## config.mk

```make
export PLATFORM = sky130hd
export DESIGN_NAME = period_tick_gen
export DESIGN_NICKNAME = d
export VERILOG_FILES = /design/src/rtl/tick_pkg.sv /design/src/rtl/tick_ctrl.sv /design/src/rtl/tick_datapath.sv /design/src/rtl/period_tick_gen.sv
export SDC_FILE = /design/constraint.sdc
export NUM_CORES = 1
export LEC_CHECK = 0
export ABC_CLOCK_PERIOD_IN_PS = 4000
export CAP_MARGIN = 20
export CORE_MARGIN = 4
export CORE_UTILIZATION = 63
export DETAILED_ROUTE_END_ITERATION = 12
export DONT_BUFFER_PORTS = 1
export PLACE_DENSITY = 0.9
export SETUP_SLACK_MARGIN = 0.1
export SYNTH_ARGS = -nofsm -noshare
export SYNTH_HDL_FRONTEND = slang
export SYNTH_SLANG_ARGS = --single-unit
```

## constraint.sdc

```tcl
create_clock -name clk -period 4 [get_ports clk]
set_input_delay 0.2 -clock clk [delete_from_list [all_inputs] [get_ports clk]]
set_output_delay 0.2 -clock clk [all_outputs]
set_load 0.05 [all_outputs]
```

## src/rtl/tick_pkg.sv

```systemverilog
package tick_pkg;
  // Strobes from the mode control to the counting datapath
  typedef struct packed {
    logic init;     // force both counters to their starting value
    logic advance;  // step the counters this cycle
  } tickStrobe_t;
endpackage

```

## src/rtl/tick_ctrl.sv

```systemverilog
module tick_ctrl
  import tick_pkg::*;
(
  input  logic        ctrlWr,
  input  logic        selOn,
  input  logic        waitMode,
  input  logic        stopInWait,
  input  logic        pseudoStop,
  input  logic        runInPseudo,
  input  logic        debugActive,
  input  logic        stopInDebug,
  output tickStrobe_t strobe
);
  logic waitReset;
  logic freezeHold;

  assign waitReset  = waitMode & stopInWait;
  assign freezeHold = (pseudoStop & ~runInPseudo) | (debugActive & stopInDebug);

  always_comb begin
    // Priority: write restart, then the wait reset or parked state, then the holds
    strobe.init    = ctrlWr | waitReset | ~selOn;
    strobe.advance = ~strobe.init & ~freezeHold;
  end
endmodule

```

## src/rtl/tick_datapath.sv

```systemverilog
module tick_datapath
  import tick_pkg::*;
#(
  parameter int BASE_LOG2 = 9,
  parameter int SEL_W     = 3,
  parameter int MOD_W     = 4,
  localparam int CW       = SEL_W + MOD_W,
  localparam int PRE_W    = BASE_LOG2 + (1 << SEL_W) - 1
) (
  input  logic             clk,
  input  logic             rstN,
  input  logic             ctrlWr,
  input  logic [CW-1:0]    ctrlData,
  input  tickStrobe_t      strobe,
  input  logic             flagClr,
  output logic             selOn,
  output logic             periodEnd,
  output logic             tickFlag,
  output logic [SEL_W-1:0] ctrlSel,
  output logic [MOD_W-1:0] ctrlMod,
  output logic [PRE_W-1:0] preCnt,
  output logic [MOD_W-1:0] modCnt
);
  localparam int SH_W = $clog2(PRE_W + 1) + 1;

  logic [SH_W-1:0] shAmt;
  logic [PRE_W:0]  preLimit;
  logic            preTerm;
  logic            modTerm;

  always_ff @(posedge clk or negedge rstN) begin
    if (!rstN) begin
      ctrlSel <= '0;
      ctrlMod <= '0;
    end else if (ctrlWr) begin
      ctrlSel <= ctrlData[CW-1:MOD_W];
      ctrlMod <= ctrlData[MOD_W-1:0];
    end
  end

  assign selOn    = |ctrlSel;
  assign shAmt    = SH_W'(BASE_LOG2) + SH_W'(ctrlSel);
  assign preLimit = ((PRE_W + 1)'(1) << shAmt) - (PRE_W + 1)'(1);
  assign preTerm  = ({1'b0, preCnt} == preLimit);
  assign modTerm  = (modCnt == ctrlMod);
  assign periodEnd = strobe.advance & preTerm & modTerm;

  always_ff @(posedge clk or negedge rstN) begin
    if (!rstN) begin
      preCnt <= '0;
      modCnt <= '0;
    end else if (strobe.init) begin
      preCnt <= '0;
      modCnt <= '0;
    end else if (strobe.advance) begin
      if (preTerm) begin
        preCnt <= '0;
        modCnt <= modTerm ? '0 : modCnt + 1'b1;
      end else begin
        preCnt <= preCnt + 1'b1;
      end
    end
  end

  always_ff @(posedge clk or negedge rstN) begin
    if (!rstN)          tickFlag <= 1'b0;
    else if (periodEnd) tickFlag <= 1'b1;   // set wins over clear
    else if (flagClr)   tickFlag <= 1'b0;
  end
endmodule

```

## src/rtl/period_tick_gen.sv

```systemverilog
module period_tick_gen
  import tick_pkg::*;
#(
  parameter int BASE_LOG2 = 9,
  parameter int SEL_W     = 3,
  parameter int MOD_W     = 4
) (
  input  logic                   clk,
  input  logic                   rstN,
  input  logic                   ctrlWr,
  input  logic [SEL_W+MOD_W-1:0] ctrlData,
  input  logic                   flagClr,
  input  logic                   irqEn,
  input  logic                   waitMode,
  input  logic                   stopInWait,
  input  logic                   pseudoStop,
  input  logic                   runInPseudo,
  input  logic                   debugActive,
  input  logic                   stopInDebug,
  output logic                   tickFlag,
  output logic                   irqReq
);
  localparam int PRE_W = BASE_LOG2 + (1 << SEL_W) - 1;

  tickStrobe_t      strobe;
  logic             selOn;
  logic             periodEnd;
  logic [SEL_W-1:0] ctrlSel;
  logic [MOD_W-1:0] ctrlMod;
  logic [PRE_W-1:0] preCnt;
  logic [MOD_W-1:0] modCnt;

  tick_ctrl ctrl_i (
    .ctrlWr      (ctrlWr),
    .selOn       (selOn),
    .waitMode    (waitMode),
    .stopInWait  (stopInWait),
    .pseudoStop  (pseudoStop),
    .runInPseudo (runInPseudo),
    .debugActive (debugActive),
    .stopInDebug (stopInDebug),
    .strobe      (strobe)
  );

  tick_datapath #(
    .BASE_LOG2 (BASE_LOG2),
    .SEL_W     (SEL_W),
    .MOD_W     (MOD_W)
  ) dp_i (
    .clk       (clk),
    .rstN      (rstN),
    .ctrlWr    (ctrlWr),
    .ctrlData  (ctrlData),
    .strobe    (strobe),
    .flagClr   (flagClr),
    .selOn     (selOn),
    .periodEnd (periodEnd),
    .tickFlag  (tickFlag),
    .ctrlSel   (ctrlSel),
    .ctrlMod   (ctrlMod),
    .preCnt    (preCnt),
    .modCnt    (modCnt)
  );

  assign irqReq = tickFlag & irqEn;
endmodule

```

* Word-level counts from Yosys, hierarchy flattened
Index checks and enable logic that the tools add are counted.
Word-level totals: input port bits 18, output and inout port bits 2, register bits 28
Cells by class: reductions and logical operators 5, multiplexer cells 9, add/sub/neg operators 4, bitwise operators 14, equality and inequality tests 2, shifts and indexed selects 1
Operator list (count):
- $mux W16 | 3
- $eq A16 B17 Y1 | 1
- $shl A1 B6 Y17 const A | 1
- $sub A17 B2 Y17 const B | 1
- $add A16 B1 Y16 const B | 1
- $mux W4 | 4
- $and A1 B1 Y1 | 7
- $reduce_bool A2 Y1 | 3
- $add A4 B3 Y5 const A | 1
- $add A4 B1 Y4 const B | 1
- $eq A4 B4 Y1 | 1
- $not A1 Y1 | 4
- $or A1 B1 Y1 | 3
- $reduce_or A3 Y1 | 1
- $mux W1 | 2
- $reduce_and A2 Y1 | 1

* Logic depth before layout (Yosys ltp)
Gate-level depths: netlist of run 1.
depth after elaboration 8, depth in mapped cells 12, depth with buffers taken out 9

* Cells and area by module
From an unflattened synthesis of run 1, not the netlist that was laid out.
Second synthesis, totals: cells, all modules 241, area total of the unflattened synthesis 2114.5 sq um
By module, submodules not included:
- tick_datapath | cells an instance 234, area an instance 2068.2 sq um, instances 1
- tick_ctrl | cells an instance 6, area an instance 40.0 sq um, instances 1
- period_tick_gen | cells an instance 1, area an instance 6.3 sq um, instances 1

* Worst setup path after synthesis of run 1
OpenSTA, ideal clock, no wires.
kind register to register, start reg dp_i.ctrlSel[0], end reg dp_i.modCnt[3], clock period less this slack 3.436 ns, arrival 3.358 ns, setup slack 0.564 ns, library setup time 0.078 ns, cell stages (with the launch flop) 12, cell sequence dfrtp_1 > buf_2 > and2_1 > ha_1 > or3b_1 > a21oi_1 > nor3_1 > or4_4 > or4_1 > buf_2 > or4_1 > a21oi_1
On the way: longest elaborated chain between the ends 7
RTL lines:
- from (decl) | line tick_datapath.sv:19 | output logic [SEL_W-1:0] ctrlSel,
- from (signal assigned) | line tick_datapath.sv:36 | ctrlSel <= ctrlData[CW-1:MOD_W];
- parallel branches: the longest is 7 deep, another holds $sub A17 B2 Y17
- to (signal assigned) | line tick_datapath.sv:58 | modCnt <= modTerm ? '0 : modCnt + 1'b1;
- to (decl) | line tick_datapath.sv:22 | output logic [MOD_W-1:0] modCnt
Several ways; the timed one is not identified. A chain may end at the register's enable or synchronous reset.

* Worst setup path after layout of run 1
Same ends and word-level chain as after synthesis.

==> results of run 1 <==
==> worst paths after layout <==
path	end	slack [ns]	cells past startpoint
min in group asynchronous	dp_i.ctrlMod[0]$_DFFE_PN0P_	0.30	2
max in group asynchronous	dp_i.preCnt[13]$_DFFE_PN0P_	3.55	2
min	dp_i.ctrlSel[2]$_DFFE_PN0P_	0.01	1
max	dp_i.modCnt[3]$_DFFE_PN0P_	0.30	9
min reg2reg	dp_i.preCnt[1]$_DFFE_PN0P_	0.57	2
max reg2reg	dp_i.modCnt[3]$_DFFE_PN0P_	0.30	9
==> per-stage QoR <==
stage / std cells / utilization [%] / power, uW / area, sq um
2_1_floorplan: 202 / - / 378 / 1780
3_3_place_gp: 224 / 64.9 / 385 / 1780
5_1_grt: 231 / 68.3 / 606 / 1870
4_1_cts: 231 / 68.3 / 583 / 1870
3_5_place_dp: 224 / 64.9 / 390 / 1780
6_report: 231 / 68.3 / 582 / 1870
==> cells by family (layout without fill, tap and decap cells) <==
group           Yosys count  after routing
buf+inv                  14             12
mux                       7              7
fa+ha+maj                 3              3
compound gates           29             29
xor+xnor                 18             18
simple gates            103            103
flops                    28             28
==> layer usage <==
| metal | wire [um] | vias up | track usage (%) |
|---|---|---|---|
| li1 | - | 719 | - |
| met1 | 1570 | 709 | 25.3 |
| met2 | 1910 | 34 | 38.7 |
| met3 | 154 | 6 | 2.94 |
| met4 | 70 | 0 | 7.74 |
| met5 | 0 | - | 0 |
==> Yosys cell counts (2+ instances only) <==
| cell type | instances |
|---|---|
| a211o_1 | 2 |
| a211oi_1 | 2 |
| a21oi_1 | 11 |
| a31oi_1 | 3 |
| and2_1 | 3 |
| buf_2 | 5 |
| clkbuf_1 | 3 |
| dfrtp_1 | 28 |
| ha_1 | 3 |
| inv_1 | 5 |
| mux2_2 | 7 |
| nand2_1 | 22 |
| nand2b_1 | 4 |
| nand3_1 | 7 |
| nand3b_1 | 2 |
| nand4_1 | 6 |
| nand4bb_1 | 2 |
| nor2_1 | 24 |
| nor2b_1 | 3 |
| nor3_1 | 7 |
| nor4_1 | 3 |
| nor4b_1 | 2 |
| o21a_1 | 2 |
| o21ai_0 | 6 |
| or3_1 | 3 |
| or3b_2 | 2 |
| or4_1 | 4 |
| xnor2_1 | 3 |
| xor2_1 | 15 |
==> state kept, by name (all words and copies together), names as in the netlist <==
name and flops:
dp_i.ctrlMod 4, dp_i.ctrlSel 3, dp_i.modCnt 4, dp_i.preCnt 16, dp_i.tickFlag 1
==> worst max-delay path, delay by kind of cell, from the launching register on <==
family,cells,cell delay [ns]
and+or+nand+nor,6,2.33
AOI/OAI and AO/OA,2,0.32
adders and majority gates,1,0.41
DFF,1,0.58
==> final cells by class <==
| type | instances | area (sq um) | share of cell area, % |
|---|---|---|---|
| Sequential cell | 28 | 701 | 37.5 |
| Clock buffer | 3 | 22.5 | 1.21 |
| Clock inverter | 1 | 30.0 | 1.61 |
| Inverter | 5 | 18.8 | 1.00 |
| Timing Repair Buffer | 3 | 40.0 | 2.14 |
| Multi-Input combinational cell | 160 | 1020 | 54.5 |
| Tap cell | 31 | 38.8 | 2.08 |
==> power groups by stage <==
stage,clock network (uW),logic (uW),registers [uW]
detailed placement,0,77.1,313
global route,199,96.9,310
floorplan,0,74.5,304
global placement,0,73.7,311
CTS,188,87.3,308
finish,187,87.6,308
==> results.md, run 1 <==
* Adder-Cell Fraction of Synth Area at 2.11%
* Slew headroom at 40.6%
* Power density over the cells at 312 nW/um^2
* RR Startpoint: dp_i.ctrlSel[0]$_DFFE_PN0P_
* Placer Congestion at 0.852
* Worst Slack Setup Final at 0.303 ns
* Via count at 1,468
* Largest net degree at the start of global routing at 29
* Initial antenna violation count at 0
* H-tree Lvls at 1
* Setup Buffers After CTS at 0
* Layout fillers at 189
* Critical Path Source Type: flop
* Post-CTS Hold Fix Bufs at 3
* Leakage at 0.000743 uW
* Clock Latency Late Sink at 0.33 ns
* TritonCTS clock tree: built
* CP max stage cell: or4_1
* Crit Path Max Fanout at 16
* Post-DP HPWL at 2700 um
* Worst path arrival time at 3.96 ns
* Row cnt at 19
* Initial DRC count at 101
* Worst Tran Pin Value at 0.883 ns
* Hold WS at 0.0131 ns
* Die Width at 61.2 um
* Post-cts sizing count at 0
* Number of synthesized flops with an enable pin at 0
* CP Launch Point: dp_i.ctrlSel[0]$_DFFE_PN0P_
* Mux contribution to synthesized area at 4.43%
* Fmax at 270 MHz
* Layout cells sized above 1 at 8.50%
* Synth Area in Compound Gates at 9.70%
* Final nets at 222
* Commonest non-fill, non-tap cell in the layout: dfrtp_1
* Final hold viol count at 0
* Status: completed
* Minimum clock period at 3.70 ns
* Root Buffer: clkbuf_4
* Simple logic cell fraction of the synthesized area at 32.0%
* Post-Synthesis Cells at 202
* Syn Std Cell Area at 1780 sq um
* Port Buffers at 0
* Cell taking the most area after synthesis: dfrtp_1
* Unrepaired setup endpoints after global routing: false
* Largest family of logic cells by synthesized area: simple AND/OR/NAND/NOR gates
* # clock sinks at 28
* Tcrit/Tclk final at 92.4%
* Data required, critical path at 4.26 ns
* HP Class: in2reg
* Clock share of power at 32.1%
* Max Root-Sink Buffers at 2
* Place WS at 0.370 ns
* Final Skew at 0.00719 ns
* Logic pwr share at 15.0%
* Ys Warns at 0
* Sw Share at 25.6%
* Die area at 3740 sq um
* Crit-path max cell delay at 0.65 ns
* Fin Setup TNS at 0 ns
* CTS Buf Count at 3
* Vias in the first global route at 1,438
* Overall routing resource usage at 21.3%
* Post-synthesis xor/xnor area fraction at 8.85%
* Asr flop ratio synth at 100%
* Sequential power share at 52.9%
* P_sw at 149 uW
* Die Y at 61.2 um
* Via-to-Cell Ratio at 6.35
* Most frequent cells in the layout: dfrtp_1, nor2_1, nand2_1
* WL final at 3700 um
* Syn_area_per_cell at 8.81 sq um
* Synth top area cells: dfrtp_1, xor2_1, nor2_1, nand2_1, mux2_2
* VDD IR max at 0.378 mV
* Core area at 2730 sq um
* Sequential area share after synthesis at 39.4%
* Distinct cells, synth at 42
* GRT overflow at 0
* Maxcap violations at 0
* Internal Power at 433 uW
* IO Count at 20
* Drt wl/cell at 16.0 um
* Most common flop cell mapped by yosys: dfrtp_1
* Initial core utilization at 65.1%
* Top-area cell type share of the netlist area at 39.4%
* Global-route wire length before repair at 6090 um
* Final setup violation count at 0
* WS Path Type: reg2reg
* Remaining DRCs at 0
* Synth Net Count at 223
* Layout Area Growth over Synthesis at 4.92%
* DRT Pass-1 Iters at 4
* Crit path capture type: flop
* Yosys reg bits at 28
* Clk slew on worst S/H paths at 0.16 ns
* Min-delay src: ctrlData[6]
* CP cell instances: and2_1 -> ha_1 -> or3b_1 -> a21oi_1 -> nor3_1 -> or4_4 -> or4_1 -> or4_1 -> a21oi_1
* Inserted Diodes at 0
* Pins Over Slew Limit at 0
* Post-DRT Antenna Nets at 0
Power figures use the tool's default switching activity.
==> run 2: changes to the inputs <==
--- a/config.mk
+++ b/config.mk
@@ -7,11 +7,13 @@
 export LEC_CHECK = 0
 export ABC_CLOCK_PERIOD_IN_PS = 4000
 export CAP_MARGIN = 20
+export CELL_PAD_IN_SITES_DETAIL_PLACEMENT = 1
+export CELL_PAD_IN_SITES_GLOBAL_PLACEMENT = 2
 export CORE_MARGIN = 4
-export CORE_UTILIZATION = 63
+export CORE_UTILIZATION = 38
 export DETAILED_ROUTE_END_ITERATION = 12
 export DONT_BUFFER_PORTS = 1
-export PLACE_DENSITY = 0.9
+export PLACE_DENSITY = 0.89
 export SETUP_SLACK_MARGIN = 0.1
 export SYNTH_ARGS = -nofsm -noshare
 export SYNTH_HDL_FRONTEND = slang
==> results.md, run 2 (synthesized netlist as in run 1, its figures left out) <==
* Status: completed
* Final setup violation count at 0
* Die Width at 76.5 um
* Met1 GRT Util at 19.4%
* TritonCTS clock tree: built
* Unrepaired setup endpoints after global routing: false
* GRT overflow at 0
* Crit path top cell by count: a21oi_1
* # clock sinks at 28
* Final hold viol count at 0
* Setup Buffers After CTS at 0
* Final nets at 223
* H-tree Lvls at 1
* CTS Buf Count at 3
* Sequential power share at 48.8%
* Initial DRC count at 59
* CP max stage cell: or4_1
* Maxcap violations at 0
* WP buf/inv at 0
* VDD IR max at 0.116 mV
* Hold WS at 0.0319 ns
* Final Skew at 0.00454 ns
* Power density over the cells at 325 nW/um^2
* Inserted Diodes at 0
* Remaining DRCs at 0
* Layout Area Growth over Synthesis at 7.73%
* Most frequent cells in the layout: dfrtp_1, nor2_1, nand2_1
* Row cnt at 24
* Clk slew on worst S/H paths at 0.10 ns
* Total power draw at 623 uW
* Tcrit/Tclk final at 92.6%
* Clock share of power at 35.8%
* Global-route wire length before repair at 7310 um
* Post-DRT Antenna Nets at 0
* Leakage at 0.000757 uW
* IO Count at 20
* Fin Setup TNS at 0 ns
* Worst path arrival time at 3.90 ns
* Met3 usage at 2.48%
* Data required, critical path at 4.20 ns
* Most Used Layer, Global Route: met2
* WS Path Type: reg2reg
* Sw Share at 25.0%
* Crit path capture type: flop
* Overall routing resource usage at 15.0%
* CP cell instances: and2_1 -> ha_1 -> or3b_1 -> a21oi_1 -> nor3_1 -> or4_4 -> or4_1 -> or4b_1 -> a21oi_1
* Worst Tran Pin Value at 0.893 ns
* Largest regs: dp_i.preCnt (16), dp_i.ctrlMod (4), dp_i.modCnt (4)
* Core area at 4440 sq um
* CP top delay family: simple AND/OR/NAND/NOR gates
* Cells on worst reg2reg path at 9
* Number of flip-flops under the largest register name at 16
* Initial antenna violation count at 0
* Area of the multi-input gates at 1020 sq um
* Post-DP HPWL at 3140 um
* Logic pwr share at 15.4%
* Internal Power at 467 uW
* Register area at 701 sq um
* Layout cells sized above 1 at 9.45%
* Top reg by flops: dp_i.preCnt
* Met2 usage in global routing at 25.5%
* Largest net degree at the start of global routing at 29
* Crit Path Max Fanout at 16
* Placer Congestion at 0.864
* Max Root-Sink Buffers at 2
* Fmax at 270 MHz
* Slew headroom at 39.9%
* Pins Over Slew Limit at 0
* Die area at 5840 sq um
* Via count at 1,469
* Cell count along the critical path at 9
* Via-to-Cell Ratio at 5.81
* Die Y at 76.5 um
* Hold Crit Depth at 1
* Port Buffers at 0
* Crit-path max cell delay at 0.67 ns
* Critical Path Source Type: flop
* WL final at 4220 um
* Layout fillers at 532
* Vias in the first global route at 1,553
* Initial core utilization at 40.1%
* Root Buffer: clkbuf_8
* HP Class: in2reg
* P_sw at 156 uW
* Commonest non-fill, non-tap cell in the layout: dfrtp_1
* DRT Pass-1 Iters at 4
* Drt wl/cell at 16.7 um
* Minimum clock period at 3.70 ns
* Clock Latency Late Sink at 0.27 ns
==> run 2: stage by stage <==
stage | instance area, sq um | worst slack (ns) | util, % | instances
final | 1920 | 0.297 | 43.2 | 253
after global routing | 1920 | 0.125 | 43.2 | 253
after global placement | 1820 | 0.475 | 40.9 | 247
after CTS | 1920 | 0.308 | 43.2 | 253
after detailed placement | 1820 | 0.338 | 40.9 | 247
after floorplan | 1780 | 0.564 | - | 202
==> run 2: routing by layer <==
layer / wire length, um / vias up
li1: - / 715
met1: 1930 / 729
met2: 2100 / 23
met3: 151 / 2
met4: 38 / 0
met5: 0 / -
==> run 2: area by class of cell <==
cell class,count,share of cell area (%)
multi-input cells,160,53.0
repair buffers,4,2.35
flip-flops and latches,28,36.5
well taps,52,3.39
clock buffers,3,2.15
clock inverters,1,1.57
inverters,5,0.978
==> run 2: final timing paths <==
path / end / slack, ns / startpoint
worst max register to register: dp_i.modCnt[2]$_DFFE_PN0P_ / 0.30 / dp_i.ctrlSel[1]$_DFFE_PN0P_
min in group asynchronous: dp_i.preCnt[3]$_DFFE_PN0P_ / 0.37 / rstN
worst min-delay path: dp_i.tickFlag$_DFFE_PN0P_ / 0.03 / flagClr
worst min register to register: dp_i.ctrlMod[3]$_DFFE_PN0P_ / 0.54 / dp_i.ctrlMod[3]$_DFFE_PN0P_
worst max-delay path: dp_i.modCnt[2]$_DFFE_PN0P_ / 0.30 / dp_i.ctrlSel[1]$_DFFE_PN0P_
max in group asynchronous: dp_i.ctrlSel[1]$_DFFE_PN0P_ / 3.47 / rstN
==> run 2: power groups by stage <==
stage	sequential, uW	clock [uW]	combinational (uW)
after floorplan	304	0	74.5
after global placement	309	0	83.8
after detailed placement	310	0	87.4
after CTS	304	231	97.1
after global routing	306	239	107
final	304	223	95.9
==> run 2: repair_timing <==
item	4_1_cts	5_1_grt
hold buffers	2	0
resized for setup	0	0
endpoints found under the hold margin	28	0
==> run 3: changes to the inputs <==
--- a/config.mk
+++ b/config.mk
@@ -10,11 +10,12 @@
 export CELL_PAD_IN_SITES_DETAIL_PLACEMENT = 1
 export CELL_PAD_IN_SITES_GLOBAL_PLACEMENT = 2
 export CORE_MARGIN = 4
-export CORE_UTILIZATION = 38
+export CORE_UTILIZATION = 39
 export DETAILED_ROUTE_END_ITERATION = 12
 export DONT_BUFFER_PORTS = 1
-export PLACE_DENSITY = 0.89
+export PLACE_DENSITY_LB_ADDON = 0.1
 export SETUP_SLACK_MARGIN = 0.1
 export SYNTH_ARGS = -nofsm -noshare
 export SYNTH_HDL_FRONTEND = slang
+export SYNTH_HIERARCHICAL = 1
 export SYNTH_SLANG_ARGS = --single-unit
==> results.md, run 3 <==
* Layout cells sized above 1 at 12.2%
* Most frequent cells in the layout: dfrtp_1, nand2_1, nor2_1
* HP Class: in2reg
* WL final at 5480 um
* Tcrit/Tclk final at 93.4%
* Sw Share at 29.1%
* Remaining DRCs at 0
* Fmax at 268 MHz
* Fin Setup TNS at 0 ns
* Largest net degree at the start of global routing at 29
* Drt wl/cell at 17.9 um
* Crit path capture type: flop
* Overall routing resource usage at 18.2%
* VDD IR max at 0.104 mV
* Via count at 1,725
* Status: completed
* Clk slew on worst S/H paths at 0.10 ns
* Syn Std Cell Area at 2090 sq um
* Crit Path Max Fanout at 7
* Initial DRC count at 86
* Syn_area_per_cell at 8.80 sq um
* Core area at 5140 sq um
* Via-to-Cell Ratio at 5.62
* Post-Synthesis Cells at 237
* Unrepaired setup endpoints after global routing: false
* Pins Over Slew Limit at 0
* Maxcap violations at 0
* Layout fillers at 623
* Ys Warns at 6
* TritonCTS clock tree: built
* Setup Buffers After CTS at 0
* Global-route wire length before repair at 9090 um
* Final Skew at 0.00589 ns
* Largest regs: dp_i/preCnt (16), dp_i/ctrlMod (4), dp_i/modCnt (4)
* Crit-path max cell delay at 0.59 ns
* Max Root-Sink Buffers at 2
* R2R Setup Slk at 0.26 ns
* Final setup violation count at 0
* Inserted Diodes at 0
* Top reg by flops: dp_i/preCnt
* RR Startpoint: dp_i/ctrlSel[0]$_DFFE_PN0P_
* H-tree Lvls at 1
* Logic pwr share at 23.1%
* WS Path Type: reg2reg
* Initial core utilization at 40.6%
* Power density over the cells at 274 nW/um^2
* Worst Tran Pin Value at 0.778 ns
* Slew headroom at 47.7%
* Commonest non-fill, non-tap cell in the layout: dfrtp_1
* IO Count at 20
* Placer Congestion at 0.761
* Worst path arrival time at 3.89 ns
* Layout Area Growth over Synthesis at 7.74%
* Synth Net Count at 259
* # clock sinks at 28
* CTS Buf Count at 3
* CP Launch Point: dp_i/ctrlSel[0]$_DFFE_PN0P_
* Vias in the first global route at 1,869
* Internal Power at 437 uW
* Final hold viol count at 0
* Sequential power share at 48.0%
* Final nets at 260
* WHS Endpoint: dp_i/ctrlSel[1]$_DFFE_PN0P_
* Post-DRT Antenna Nets at 0
* Critical Path Source Type: flop
* Reg-to-Reg End: dp_i/modCnt[0]$_DFFE_PN0P_
* GRT overflow at 0
* Clock share of power at 28.8%
* Min-delay src: ctrlWr
* P_sw at 180 uW
* Die Y at 81.1 um
* Minimum clock period at 3.74 ns
* Leakage at 0.000939 uW
* Root Buffer: clkbuf_8
* Placed Instance Area at 2150 sq um
* Die area at 6580 sq um
* Cells on worst reg2reg path at 12
* Die Width at 81.1 um
* CP max stage cell: or4_1
* Initial antenna violation count at 0
* Hold Crit Depth at 1
* Post-route cell area at 2250 sq um
* Number of flip-flops under the largest register name at 16
* Row cnt at 26
* Crit path top cell by count: ha_1
* CP cell instances: and2_2 -> ha_1 -> and3b_1 -> nand2_1 -> ha_1 -> buf_4 -> a2111oi_4 -> a41oi_1 -> a2111o_1 -> or4_1 -> nor2_4 -> mux2_1
* Data required, critical path at 4.16 ns
* DRT Pass-1 Iters at 4
* Clock Latency Late Sink at 0.27 ns
* Post-DP HPWL at 4190 um
* Port Buffers at 0
==> run 3: per-layer routing <==
metal,track usage [%],up-vias,share of wire (%)
met5,0,-,0
met1,22.5,852,46
met4,4.90,0,0.93
met2,33.2,30,50
met3,2.11,6,3.0
li1,-,837,-
==> run 3: how the worst max path moves through the flow <==
stage	to	depth (start not counted)	slack (ns)
after CTS	dp_i/preCnt[4]$_DFFE_PN0P_	12	0.25
after global placement	dp_i/preCnt[9]$_DFFE_PN0P_	12	0.45
final	dp_i/modCnt[0]$_DFFE_PN0P_	12	0.26
after detailed placement	dp_i/preCnt[4]$_DFFE_PN0P_	12	0.29
after global routing	dp_i/modCnt[0]$_DFFE_PN0P_	12	0.11
after floorplan	dp_i/modCnt[0]$_DFFE_PN0P_	15	0.49
==> run 3: cell type report <==
class,count,area [sq um],share of cell area [%]
multi-input combinational,187,1280,57.0
sequential,28,701,31.2
clock buffer,4,55.1,2.45
inverter,7,26.3,1.17
tap,70,87.6,3.90
timing repair buffer,11,97.6,4.34
==> run 3: through the flow <==
stage               setup slack [ns]  total power [uW]  util, %  std cells  hold slack, ns
floorplan                      0.490               406        -        237         -0.0956
global placement               0.445               429     41.9        301         -0.0948
detailed placement             0.293               435     41.9        301         -0.0948
CTS                            0.247               627     43.6        307         0.00416
global route                   0.109               658     43.7        307          0.0142
finish                         0.264               616     43.7        307          0.0135
==> run 3: power by group through the flow <==
| stage | Clock, uW | Combinational (uW) | Sequential (uW) |
|---|---|---|---|
| after floorplan | 0 | 106 | 301 |
| after global placement | 0 | 127 | 301 |
| after detailed placement | 0 | 133 | 302 |
| after CTS | 188 | 143 | 296 |
| after global routing | 202 | 159 | 297 |
| final | 178 | 142 | 296 |
==> run 3: repair_timing <==
| item | CTS | global route |
|---|---|---|
| hold buffers | 2 | 0 |
| gates resized for setup | 0 | 1 |
| setup endpoints to repair | 0 | 11 |
| hold endpoints to repair | 28 | 0 |
==> run 3: critical path: cells and delay by family (launching register included) <==
| family | cells | cell delay (ns) |
|---|---|---|
| adder cells (fa/ha/maj) | 2 | 0.44 |
| flip-flops | 1 | 0.39 |
| multiplexers | 1 | 0.35 |
| AO/OA/AOI/OAI | 3 | 0.81 |
| AND/OR/NAND/NOR | 5 | 1.46 |
| buffers and inverters | 1 | 0.17 |
